## src/rtl/osc_tmr_pkg.sv

```systemverilog
package osc_tmr_pkg;

    // Number of protected request kinds held off until the clock is ready
    localparam int PROT_NUM = 3;

    // Bit positions of the protected requests inside the request vector
    localparam int PRQ_TX   = 0;
    localparam int PRQ_RX   = 1;
    localparam int PRQ_PROT = 2;

    typedef enum logic [1:0] {
        OT_HOLD  = 2'd0,
        OT_COUNT = 2'd1,
        OT_READY = 2'd2
    } ot_state_e;

    typedef struct packed {
        ot_state_e state;
        logic      pulse;
    } ot_status_t;

    function automatic logic any_blocked(input logic [PROT_NUM-1:0] req,
                                         input logic ready);
        return (|req) & ~ready;
    endfunction

endpackage

```

## src/rtl/osc_tmr_count.sv

```systemverilog
module osc_tmr_count
    import osc_tmr_pkg::*;
#(
    parameter int START_CYCLES = 7500
) (
    input  logic clk,
    input  logic rst,
    input  logic pwr_down,
    output logic ready,
    output logic expired_pulse
);

    localparam int              CNT_W = $clog2(START_CYCLES + 1);
    localparam logic [CNT_W-1:0] LAST = CNT_W'(START_CYCLES - 1);

    ot_status_t       st;
    logic [CNT_W-1:0] cnt;

    always_ff @(posedge clk) begin
        if (rst || pwr_down) begin
            st.state <= OT_HOLD;
            st.pulse <= 1'b0;
            cnt      <= '0;
        end else begin
            st.pulse <= 1'b0;
            unique case (st.state)
                OT_HOLD: begin
                    st.state <= OT_COUNT;
                    cnt      <= '0;
                end
                OT_COUNT: begin
                    if (cnt == LAST) begin
                        st.state <= OT_READY;
                        st.pulse <= 1'b1;
                    end else begin
                        cnt <= cnt + 1'b1;
                    end
                end
                OT_READY: begin
                    st.state <= OT_READY;
                end
                default: begin
                    st.state <= OT_HOLD;
                    cnt      <= '0;
                end
            endcase
        end
    end

    assign ready         = (st.state == OT_READY);
    assign expired_pulse = st.pulse;

endmodule

```

## src/rtl/osc_tmr_gate.sv

```systemverilog
module osc_tmr_gate
    import osc_tmr_pkg::*;
#(
    parameter int NREQ = PROT_NUM
) (
    input  logic            clk,
    input  logic            rst,
    input  logic            sw_rst,
    input  logic            ready,
    input  logic [NREQ-1:0] req,
    output logic [NREQ-1:0] ok,
    output logic            blocked_err
);

    genvar g;
    generate
        for (g = 0; g < NREQ; g++) begin : g_qual
            assign ok[g] = req[g] & ready;
        end
    endgenerate

    logic blocked_now;
    assign blocked_now = any_blocked(req, ready);

    always_ff @(posedge clk) begin
        if (rst) begin
            blocked_err <= 1'b0;
        end else begin
            blocked_err <= (sw_rst ? 1'b0 : blocked_err) | blocked_now;
        end
    end

endmodule

```

## src/rtl/osc_start_timer.sv

```systemverilog
module osc_start_timer
    import osc_tmr_pkg::*;
#(
    parameter int START_CYCLES = 7500
) (
    input  logic clk,
    input  logic rst,
    input  logic pwr_down,
    input  logic sw_rst,
    input  logic tx_start_req,
    input  logic rx_enable_req,
    input  logic prot_reg_req,
    input  logic gen_acc_req,
    output logic clk_ready,
    output logic tx_start_ok,
    output logic rx_enable_ok,
    output logic prot_reg_ok,
    output logic gen_acc_ok,
    output logic expired_pulse,
    output logic blocked_err
);

    logic [PROT_NUM-1:0] req_vec;
    logic [PROT_NUM-1:0] ok_vec;

    assign req_vec[PRQ_TX]   = tx_start_req;
    assign req_vec[PRQ_RX]   = rx_enable_req;
    assign req_vec[PRQ_PROT] = prot_reg_req;

    osc_tmr_count #(.START_CYCLES(START_CYCLES)) u_count (
        .clk          (clk),
        .rst          (rst),
        .pwr_down     (pwr_down),
        .ready        (clk_ready),
        .expired_pulse(expired_pulse)
    );

    osc_tmr_gate #(.NREQ(PROT_NUM)) u_gate (
        .clk        (clk),
        .rst        (rst),
        .sw_rst     (sw_rst),
        .ready      (clk_ready),
        .req        (req_vec),
        .ok         (ok_vec),
        .blocked_err(blocked_err)
    );

    assign tx_start_ok  = ok_vec[PRQ_TX];
    assign rx_enable_ok = ok_vec[PRQ_RX];
    assign prot_reg_ok  = ok_vec[PRQ_PROT];

    // Ordinary register and buffer access is never gated
    assign gen_acc_ok = gen_acc_req;

endmodule

```

## config.mk

```make
export PLATFORM = sky130hd
export DESIGN_NAME = osc_start_timer
export DESIGN_NICKNAME = d
export VERILOG_FILES = /design/src/rtl/osc_tmr_pkg.sv /design/src/rtl/osc_tmr_count.sv /design/src/rtl/osc_tmr_gate.sv /design/src/rtl/osc_start_timer.sv
export SDC_FILE = /design/constraint.sdc
export NUM_CORES = 1
export LEC_CHECK = 0
export ABC_AREA = 1
export BUFFER_PORTS_ARGS = -buffer_cell sky130_fd_sc_hd__buf_2
export CELL_PAD_IN_SITES_DETAIL_PLACEMENT = 1
export CELL_PAD_IN_SITES_GLOBAL_PLACEMENT = 1
export CORE_UTILIZATION = 41
export CTS_BUF_LIST = sky130_fd_sc_hd__clkbuf_8
export CTS_CLUSTER_SIZE = 16
export DETAILED_ROUTE_END_ITERATION = 8
export PLACE_DENSITY_LB_ADDON = 0.25
export SLEW_MARGIN = 30
export SYNTH_ARGS = -nofsm -noshare
export SYNTH_HDL_FRONTEND = slang
export SYNTH_SLANG_ARGS = --single-unit
```

## constraint.sdc

```tcl
create_clock -name clk -period 1.8 [get_ports clk]
set_input_delay 0.36 -clock clk [delete_from_list [all_inputs] [get_ports clk]]
set_output_delay 0.36 -clock clk [all_outputs]
set_load 0.01 [all_outputs]
```

* Word-level counts from Yosys, hierarchy flattened *
Cells that the tools add are included.

word-level totals
  word-level logic and storage cells = 27
  bits in registers = 17
  input bits = 8
  output and inout bits = 7

cells by class
  equal/unequal tests = 5
  reductions and logical operators = 5
  $add $sub $neg = 1
  muxes and demuxes = 5
  bitwise operators = 7

operator list
  cell                   count
  $pmux 13 s2            1
  $add 13x1->13 const B  1
  $eq 13x13->1 const B   1
  $mux 13                1
  $pmux 2 s3             1
  $and 1x1->1            4
  $mux 3                 1
  $reduce_or 3->1        1
  $eq 2x1->1 const B     1
  $eq 2x2->1 const B     1
  $logic_not 2->1        1
  $ne 2x1->1 const B     1
  $ne 2x2->1 const B     1
  $not 1->1              2
  $reduce_and 2->1       1
  $reduce_or 2->1        1
  $logic_or 1x1->1       1
  $mux 1                 1
  $or 1x1->1             1

* Depth between registers and ports, before layout *
Gate-level depths: netlist (run 1).

  depth after elaboration = 4
  depth in mapped cells = 10
  mapped depth without buffers = 10

* Cells and area by module *
Synthesis (run 1) repeated with hierarchy kept, for this count alone.

second synthesis, totals
  cells, all modules = 166
  area, all modules = 1018.5 um^2

by module, submodules not included
  module           area an instance (um^2)  times used  sequential area each (um^2)  cells an instance
  osc_tmr_count    933.4                    1           320.3                        150
  osc_tmr_gate     77.6                     1           20.0                         15
  osc_start_timer  7.5                      1           0.0                          1

* Least setup slack after synthesis (run 1) *
OpenSTA, ideal clock, no wires.

  path type = register to output
  start = reg u_count.st[2] in the netlist's numbering
  end = out prot_reg_ok
  data arrival time = 0.982 ns
  path buffers = 0
  cell stages (with the launch flop) = 5
  data required time = 1.440 ns
  setup slack = 0.458 ns
  cells stage by stage = dfxtp_1 inv_2 nor2_1 inv_1 nor2_1

between the ends
  cells in the longest elaborated chain, start to end = 2

RTL lines
  item             RTL line               RTL
  start, declared  osc_tmr_count.sv:16    ot_status_t st;
  $eq 2x2->1       osc_tmr_count.sv:50    assign ready = (st.state == OT_READY);
  via clk_ready    osc_start_timer.sv:14  output logic clk_ready,
  $and 1x1->1      osc_tmr_gate.sv:18     assign ok[g] = req[g] & ready;
  end, declared    osc_start_timer.sv:17  output logic prot_reg_ok,

The timed path passes the listed nets, and every way through them passes these cells.

* Final worst setup path (run 1) *
  start = reg u_count.st[2] in the netlist's numbering
  end = out rx_enable_ok

between the ends
  cells in the longest elaborated chain, start to end = 2

RTL lines
  item           RTL line               RTL
  $eq 2x2->1     osc_tmr_count.sv:50
  $and 1x1->1    osc_tmr_gate.sv:18
  end, declared  osc_start_timer.sv:16  output logic rx_enable_ok,

Every way passes these cells.

==> results.md, run 1 <==
* Status: finished, final reports clean
* Worst-Margin Slew at 0.3750 ns
* Synth warnings at 0
* Hold path endpoint: u_gate.blocked_err
* Worst setup EP type: output pin
* Share of post-route cells with drive strength above 1 at 23.95%
* Async SR Flop Fraction at 0%
* Power Internal at 0.0005425 W
* Die area at 2716 um2
* Routed WL at 2801 um
* IO buf count at 12
* CP Max Fanout at 7
* Met2 Use GR at 41.03%
* DIE HEIGHT at 52.12 um
* Area Overhead vs Synth at 12.39%
* Initial DRC count at 29
* Sw power at 0.0001587 W
* Grt ovf at 0
* Gpl congestion at 0.8953
* Effective utilization at floorplan at 44.83%
* Worst-path clk slew at 0.07 ns
* Sequential area share after synthesis at 33.05%
* H-tree levels at 1
* Largest cells by area after synthesis: dfxtp_1 33%, nand2_1 13%, nand3_1 8.3%
* Post-CTS Setup Repair Bufs at 0
* Routed vias at 1023
* Total clock sinks at 17
* Critical path required time at 1.44 ns
* Max-slew violations at 0
* Final Skew at 0.005667 ns
* Final hold slack at 0.2762 ns
* Post-synth EDFFs at 0
* Leak Pwr at 0.5463 nW
* Drt via density at 5.246
* Skew-Pair Late Insertion Delay at 0.25 ns
* Final std cell area, no fill at 1157 um2
* CTS root buf: clkbuf_8
* Pwr dens at 605.8 nW/um2
* IO Count at 15
* Synth Flop Type: dfxtp_1
* Peak Freq at 0.6301 GHz
* Vias in the first global route at 1037
* Setup tns final at 0 ns
* Mapped cell area at 1030 um2
* Post-synth cell types at 26
* First-pass GRT wire length at 4685 um
* Routing usage on met1 at 28.77%
* Critical path class: reg2out
* Post-Syn Instances at 153
* Clock share of power at 40.6%
* Crit path launch: u_count.st[2]
* Reg2reg path depth at 9
* TritonCTS clock tree: done
* Final Hold Fails at 0
* Count of final setup violators at 0
* GRT Overall Usage at 24.03%
* Rel. slew slack at 75.00%
* CP startpoint kind: register
* GRT met3 Usage at 7.018%
* Post-cts resize count at 0
* MaxCap Viol Count at 0
* Hold crit path type: in2reg
* FF-to-FF Start: u_count.cnt[0]
* RSZ-0062 raised after global routing: no
* Worst Min Path Start: rst
* Yosys top cell by area: dfxtp_1
* Mapped Nets at 162
* Post-route DRC violation count at 0
* Hpwl dp at 2218 um
* Row count at 17
* Worst Hold Depth at 2
* Period minus WS final at 1.587 ns
* Hold-fix buffers at CTS at 0
* Dpl cell area at 1112 um2
* Busiest grt layer: met2
* VDD IR max at 0.6417 mV
* Worst EP arrival at 1.23 ns
* Net Sw Frac at 22.63%
* FF-to-FF setup slack at 0.29 ns
* Synth top cells by count: 37 x nand2_1, 22 x inv_1, 17 x dfxtp_1, 17 x nand3_1, 12 x nor2_1
* Total CTS buffers at 3
* Combinational share of power at 5.0%
* Final antenna-violating net count at 0
* Die Width at 52.12 um
* Initial DRT Pass Iterations at 4
* Antenna Cells at 0
* Syn avg cell area at 6.730 um2
* Fin crit share at 88.16%
* Synth top area share at 33.05%
* Final net count at 177
* Share of power burned in registers at 54.4%
* Most frequent cell after synthesis: nand2_1
* Core footprint at 2297 um2
* Drt wl/cell at 14.36 um
* Initial antenna violation count at 0
* Pin count of the biggest net entering global routing at 10
* Max clock buf depth at 2
* RR Endpoint: u_count.cnt[0]
* FF+latch count, synth at 17
-- critical path: stages, from the launching register on --
cell and delay (ns):
dfxtp_1 0.39, inv_2 0.05, nor2_1 0.11, inv_1 0.17
nor2_1 0.12, buf_2 0.14
-- how the worst max path moves through the flow --
stage                endpoint  slack [ns]  cells after the start
4_1_cts          rx_enable_ok        0.20                      5
3_5_place_dp   u_count.cnt[9]        0.34                      9
3_3_place_gp   u_count.cnt[3]        0.40                      9
6_report         rx_enable_ok        0.21                      5
2_1_floorplan     prot_reg_ok        0.46                      4
5_1_grt           tx_start_ok        0.09                      5
-- kinds of logic after synthesis --
logic type / after synthesis / share of synthesized area (%)
adders and majority gates: 1 / 1.215
and+or+nand+nor: 86 / 41.55
DFF: 17 / 33.05
buffers and inverters: 30 / 11.42
AOI/OAI and AO/OA: 19 / 12.76
-- registers in the layout, indices dropped and copies added (netlist names) --
signal,count
u_count.cnt,13
u_count.expired_pulse,1
u_count.st,2
u_gate.blocked_err,1
-- placed cells by master (no fill, tap or decap) --
master,netlist,layout
nor2_4,3,3
a21o_1,1,1
a21oi_2,1,1
nand2_4,2,2
inv_1,22,23
o31ai_1,1,1
ha_1,1,1
o21ai_0,2,2
nand2_1,37,37
dfxtp_1,17,17
buf_2,1,12
nor3_1,2,2
o211ai_1,1,1
nand3_4,1,1
inv_2,4,4
clkinv_1,2,2
nor2_2,4,4
nor2_1,12,12
clkbuf_8,0,3
o21ai_2,6,6
nand4_1,3,3
nand3_1,17,17
or2_1,1,1
nand2_2,4,4
o21bai_1,1,1
a21oi_1,6,6
-- power groups by stage --
stage                     clock network, W   logic, W  registers [W]
after CTS                         0.000293  0.0000354       0.000381
after floorplan                          0  0.0000219       0.000391
after global routing              0.000314  0.0000397       0.000382
final                             0.000285  0.0000351       0.000381
after global placement                   0  0.0000329       0.000390
after detailed placement                 0  0.0000347       0.000390
-- metrics by stage --
step / setup slack, ns / power (W) / cells / util (%)
after floorplan: 0.4575 / 0.0004125 / 153 / -
after global placement: 0.3999 / 0.0004226 / 191 / 48.42
after detailed placement: 0.3358 / 0.0004247 / 191 / 48.42
after CTS: 0.2045 / 0.0007094 / 195 / 50.38
after global routing: 0.08765 / 0.0007351 / 195 / 50.38
final: 0.2130 / 0.0007012 / 195 / 50.38
-- metal layers --
metal / up-vias / wire [um]
met4: 0 / 19
met5: - / 0
met3: 4 / 59
li1: 508 / -
met1: 502 / 1257
met2: 9 / 1464
-- area by class of cell --
class | count | area [um2]
Fill cell | 322 | 1140
Multi-Input combinational cell | 106 | 571.8
Sequential cell | 17 | 340.3
Inverter | 28 | 105.1
Timing Repair Buffer | 12 | 60.06
Clock buffer | 3 | 41.29
Tap cell | 28 | 35.03
Clock inverter | 1 | 3.754
Note: power is estimated with default switching activity, not from simulation.
==> run 2: changes to the inputs <==
==> constraint.sdc (replaced) <==
create_clock -name clk -period 1.8 [get_ports clk]
set_input_delay 0.09 -clock clk [delete_from_list [all_inputs] [get_ports clk]]
set_output_delay 0.09 -clock clk [all_outputs]
set_load 0.01 [all_outputs]
==> run 2 against run 1 <==
Net effect:
- worst hold slack got worse by 0.20 ns
- critical endpoint is now u_count.cnt[9]
- global-route usage shrank 0.84 points
- clock power hardly changed
- count of clock-buffer cells in the layout stayed put
- non-clock buffer count grew 1
- combinational power grew 5%
- sequential power is essentially flat
- via count increased by 1.2%
- critical path type is now reg2reg
- cell area is 0.86% higher
- wire length fell by 2.4%
- utilization is 0.44 points higher
==> results.md, run 2 (same netlist as run 1, synthesis figures left out) <==
* TritonCTS clock tree: done
* Count of final setup violators at 0 (unchanged)
* First-pass GRT wire length at 4526 um (-3.4%)
* Pwr dens at 605.4 nW/um2 (about the same)
* Leak Pwr at 0.5505 nW (+0.76%)
* Setup tns final at 0 ns (unchanged)
* Routed WL at 2735 um (-2.4%)
* CP startpoint kind: register
* DIE HEIGHT at 52.12 um (unchanged)
* Max-slew violations at 0 (unchanged)
* Worst setup EP type: register
* Fill count at 316 (-1.9%)
* Vias in the first global route at 1018 (-1.8%)
* Peak Freq at 0.6754 GHz (+7.2%)
* IO buf count at 12 (unchanged)
* Die area at 2716 um2 (unchanged)
* Final std cell area, no fill at 1167 um2 (+0.86%)
* Final Non-Filler Cells at 196 (+0.51%)
* Gpl congestion at 0.8953 (unchanged)
* Grt ovf at 0 (unchanged)
* Status: finished, final reports clean
* Clock share of power at 40.8% (+0.2 points)
* Routed vias at 1035 (+1.2%)
* Critical path required time at 1.99 ns (+0.55 ns)
* Biggest regs: u_count.cnt: 13 flops, u_count.st: 2 flops
* Final antenna-violating net count at 0 (unchanged)
* Post-route DRC violation count at 0 (unchanged)
* Pin count of the biggest net entering global routing at 10 (unchanged)
* Hpwl dp at 2215 um (-0.14%)
* Worst-Margin Slew at 0.3773 ns (+0.002229 ns)
* CTS root buf: clkbuf_8
* Share of post-route cells with drive strength above 1 at 23.81% (-0.14 points)
* Dpl cell area at 1112 um2 (unchanged)
* IO Count at 15 (unchanged)
* CP max-delay cell: dfxtp_1
* Sw power at 0.0001627 W (+2.5%)
* Period minus WS final at 1.481 ns (-0.1064 ns)
* Most common cell after layout, fill and taps aside: nand2_1
* Worst EP arrival at 1.67 ns (+0.44 ns)
* Initial DRT Pass Iterations at 4 (unchanged)
* Total clock sinks at 17 (unchanged)
* Crit-path cells: ha_1 > nand2_2 > clkinv_1 > nand2_2 > nor2_4 > nand3_4 > nand2_4 > nand2_4 > o21ai_2
* Final net count at 178 (+0.56%)
* Hold crit path type: in2reg
* Post-Place Cells at 191 (unchanged)
* Final Hold Fails at 0 (unchanged)
* Total CTS buffers at 3 (unchanged)
* CP peak stage delay at 0.38 ns (about the same)
* H-tree levels at 1 (unchanged)
* Post-CTS Setup Repair Bufs at 0 (unchanged)
* Initial DRC count at 14 (-52%)
* Antenna Cells at 0 (unchanged)
* Drt wl/cell at 13.95 um (-2.9%)
* GRT Overall Usage at 23.19% (-0.84 points)
* Share of power burned in registers at 54.0% (-0.4 points)
* Effective utilization at floorplan at 44.83% (unchanged)
* Fin crit share at 82.25% (-5.9 points)
* Drt via density at 5.281 (+0.66%)
* Core footprint at 2297 um2 (unchanged)
* Max clock buf depth at 2 (unchanged)
* Largest register by flop count: u_count.cnt
* Net Sw Frac at 23.02% (+0.39 points)
* Skew-Pair Late Insertion Delay at 0.26 ns (about the same)
* Final Skew at 0.005093 ns (-0.0005743 ns)
* RSZ-0062 raised after global routing: no
* Rel. slew slack at 74.85% (-0.15 points)
* MaxCap Viol Count at 0 (unchanged)
* Worst-path clk slew at 0.06 ns (about the same)
* Initial antenna violation count at 0 (unchanged)
* Area Overhead vs Synth at 13.37%
* Die Width at 52.12 um (unchanged)
* CP Max Fanout at 7 (unchanged)
* Max reg flops at 13 (unchanged)
* VDD IR max at 0.6802 mV (+6.0%)
* Power Internal at 0.0005441 W (+0.29%)
* Critical path class: reg2reg
* Commonest non-fill, non-tap cells in the layout: 37 x nand2_1, 23 x inv_1, 17 x nand3_1, 17 x dfxtp_1
* Combinational share of power at 5.2% (+0.2 points)
* Row count at 17 (unchanged)
==> run 2: changes by cell type in the layout (fill, tap and decap cells not counted), sizes merged <==
cell,previous run,this run
dlygate4sd3,0,1
==> run 2: routing by layer <==
| layer | track usage (%) | vias to the layer above | routed length [um] |
|---|---|---|---|
| met5 | 0 | - | 0 |
| met1 | 27.42 | 511 | 1252 |
| li1 | - | 510 | - |
| met4 | 5.405 | 0 | 14 |
| met2 | 41.03 | 12 | 1397 |
| met3 | 6.140 | 2 | 70 |
==> run 2: area by class of cell <==
| cell class | instances | area, um2 | area share [%] |
|---|---|---|---|
| Timing Repair Buffer | 13 | 70.07 | 6.002 |
| Tap cell | 28 | 35.03 | 3.001 |
| Sequential cell | 17 | 340.3 | 29.15 |
| Clock inverter | 1 | 3.754 | 0.3215 |
| Clock buffer | 3 | 41.29 | 3.537 |
| Inverter | 28 | 105.1 | 9.003 |
| Multi-Input combinational cell | 106 | 571.8 | 48.98 |
==> run 2: repair_timing <==
item | 4_1_cts | 5_1_grt
resized for setup | 0 | 0
endpoints found under the setup margin | 0 | 0
hold buffers | 1 | 0
hold endpoints to repair | 1 | 0
==> run 2: stage by stage <==
step / hold WS [ns] / worst slack [ns] / utilization, % / power (W)
after floorplan: 0.1591 / 0.5309 / - / 0.0004125
after global placement: 0.1801 / 0.3999 / 48.42 / 0.0004226
after detailed placement: 0.1801 / 0.3332 / 48.42 / 0.0004250
after CTS: 0.07144 / 0.3094 / 50.82 / 0.0007142
after global routing: 0.1084 / 0.2189 / 50.82 / 0.0007346
final: 0.08116 / 0.3194 / 50.82 / 0.0007068
==> run 2: power by group through the flow <==
stage | clock network (W) | logic [W] | registers (W)
after detailed placement | 0 | 0.0000350 | 0.000390
final | 0.000288 | 0.0000369 | 0.000381
after floorplan | 0 | 0.0000219 | 0.000391
after global placement | 0 | 0.0000329 | 0.000390
after CTS | 0.000296 | 0.0000368 | 0.000381
after global routing | 0.000312 | 0.0000407 | 0.000382
==> run 2: worst paths after layout <==
check	slack, ns	depth (start not counted)	from	endpoint
worst max-delay path	0.32	9	u_count.cnt[0]	u_count.cnt[9]
worst max register to register	0.32	9	u_count.cnt[0]	u_count.cnt[9]
worst min register to register	0.46	2	u_gate.blocked_err	u_gate.blocked_err
worst min-delay path	0.08	4	sw_rst	u_gate.blocked_err
==> run 2: worst max-delay path, delay by kind of cell (launching register included) <==
kind,cells,cell delay (ns)
simple gates,6,0.63
flops,1,0.38
buf+inv,1,0.06
compound gates,1,0.13
fa+ha+maj,1,0.23
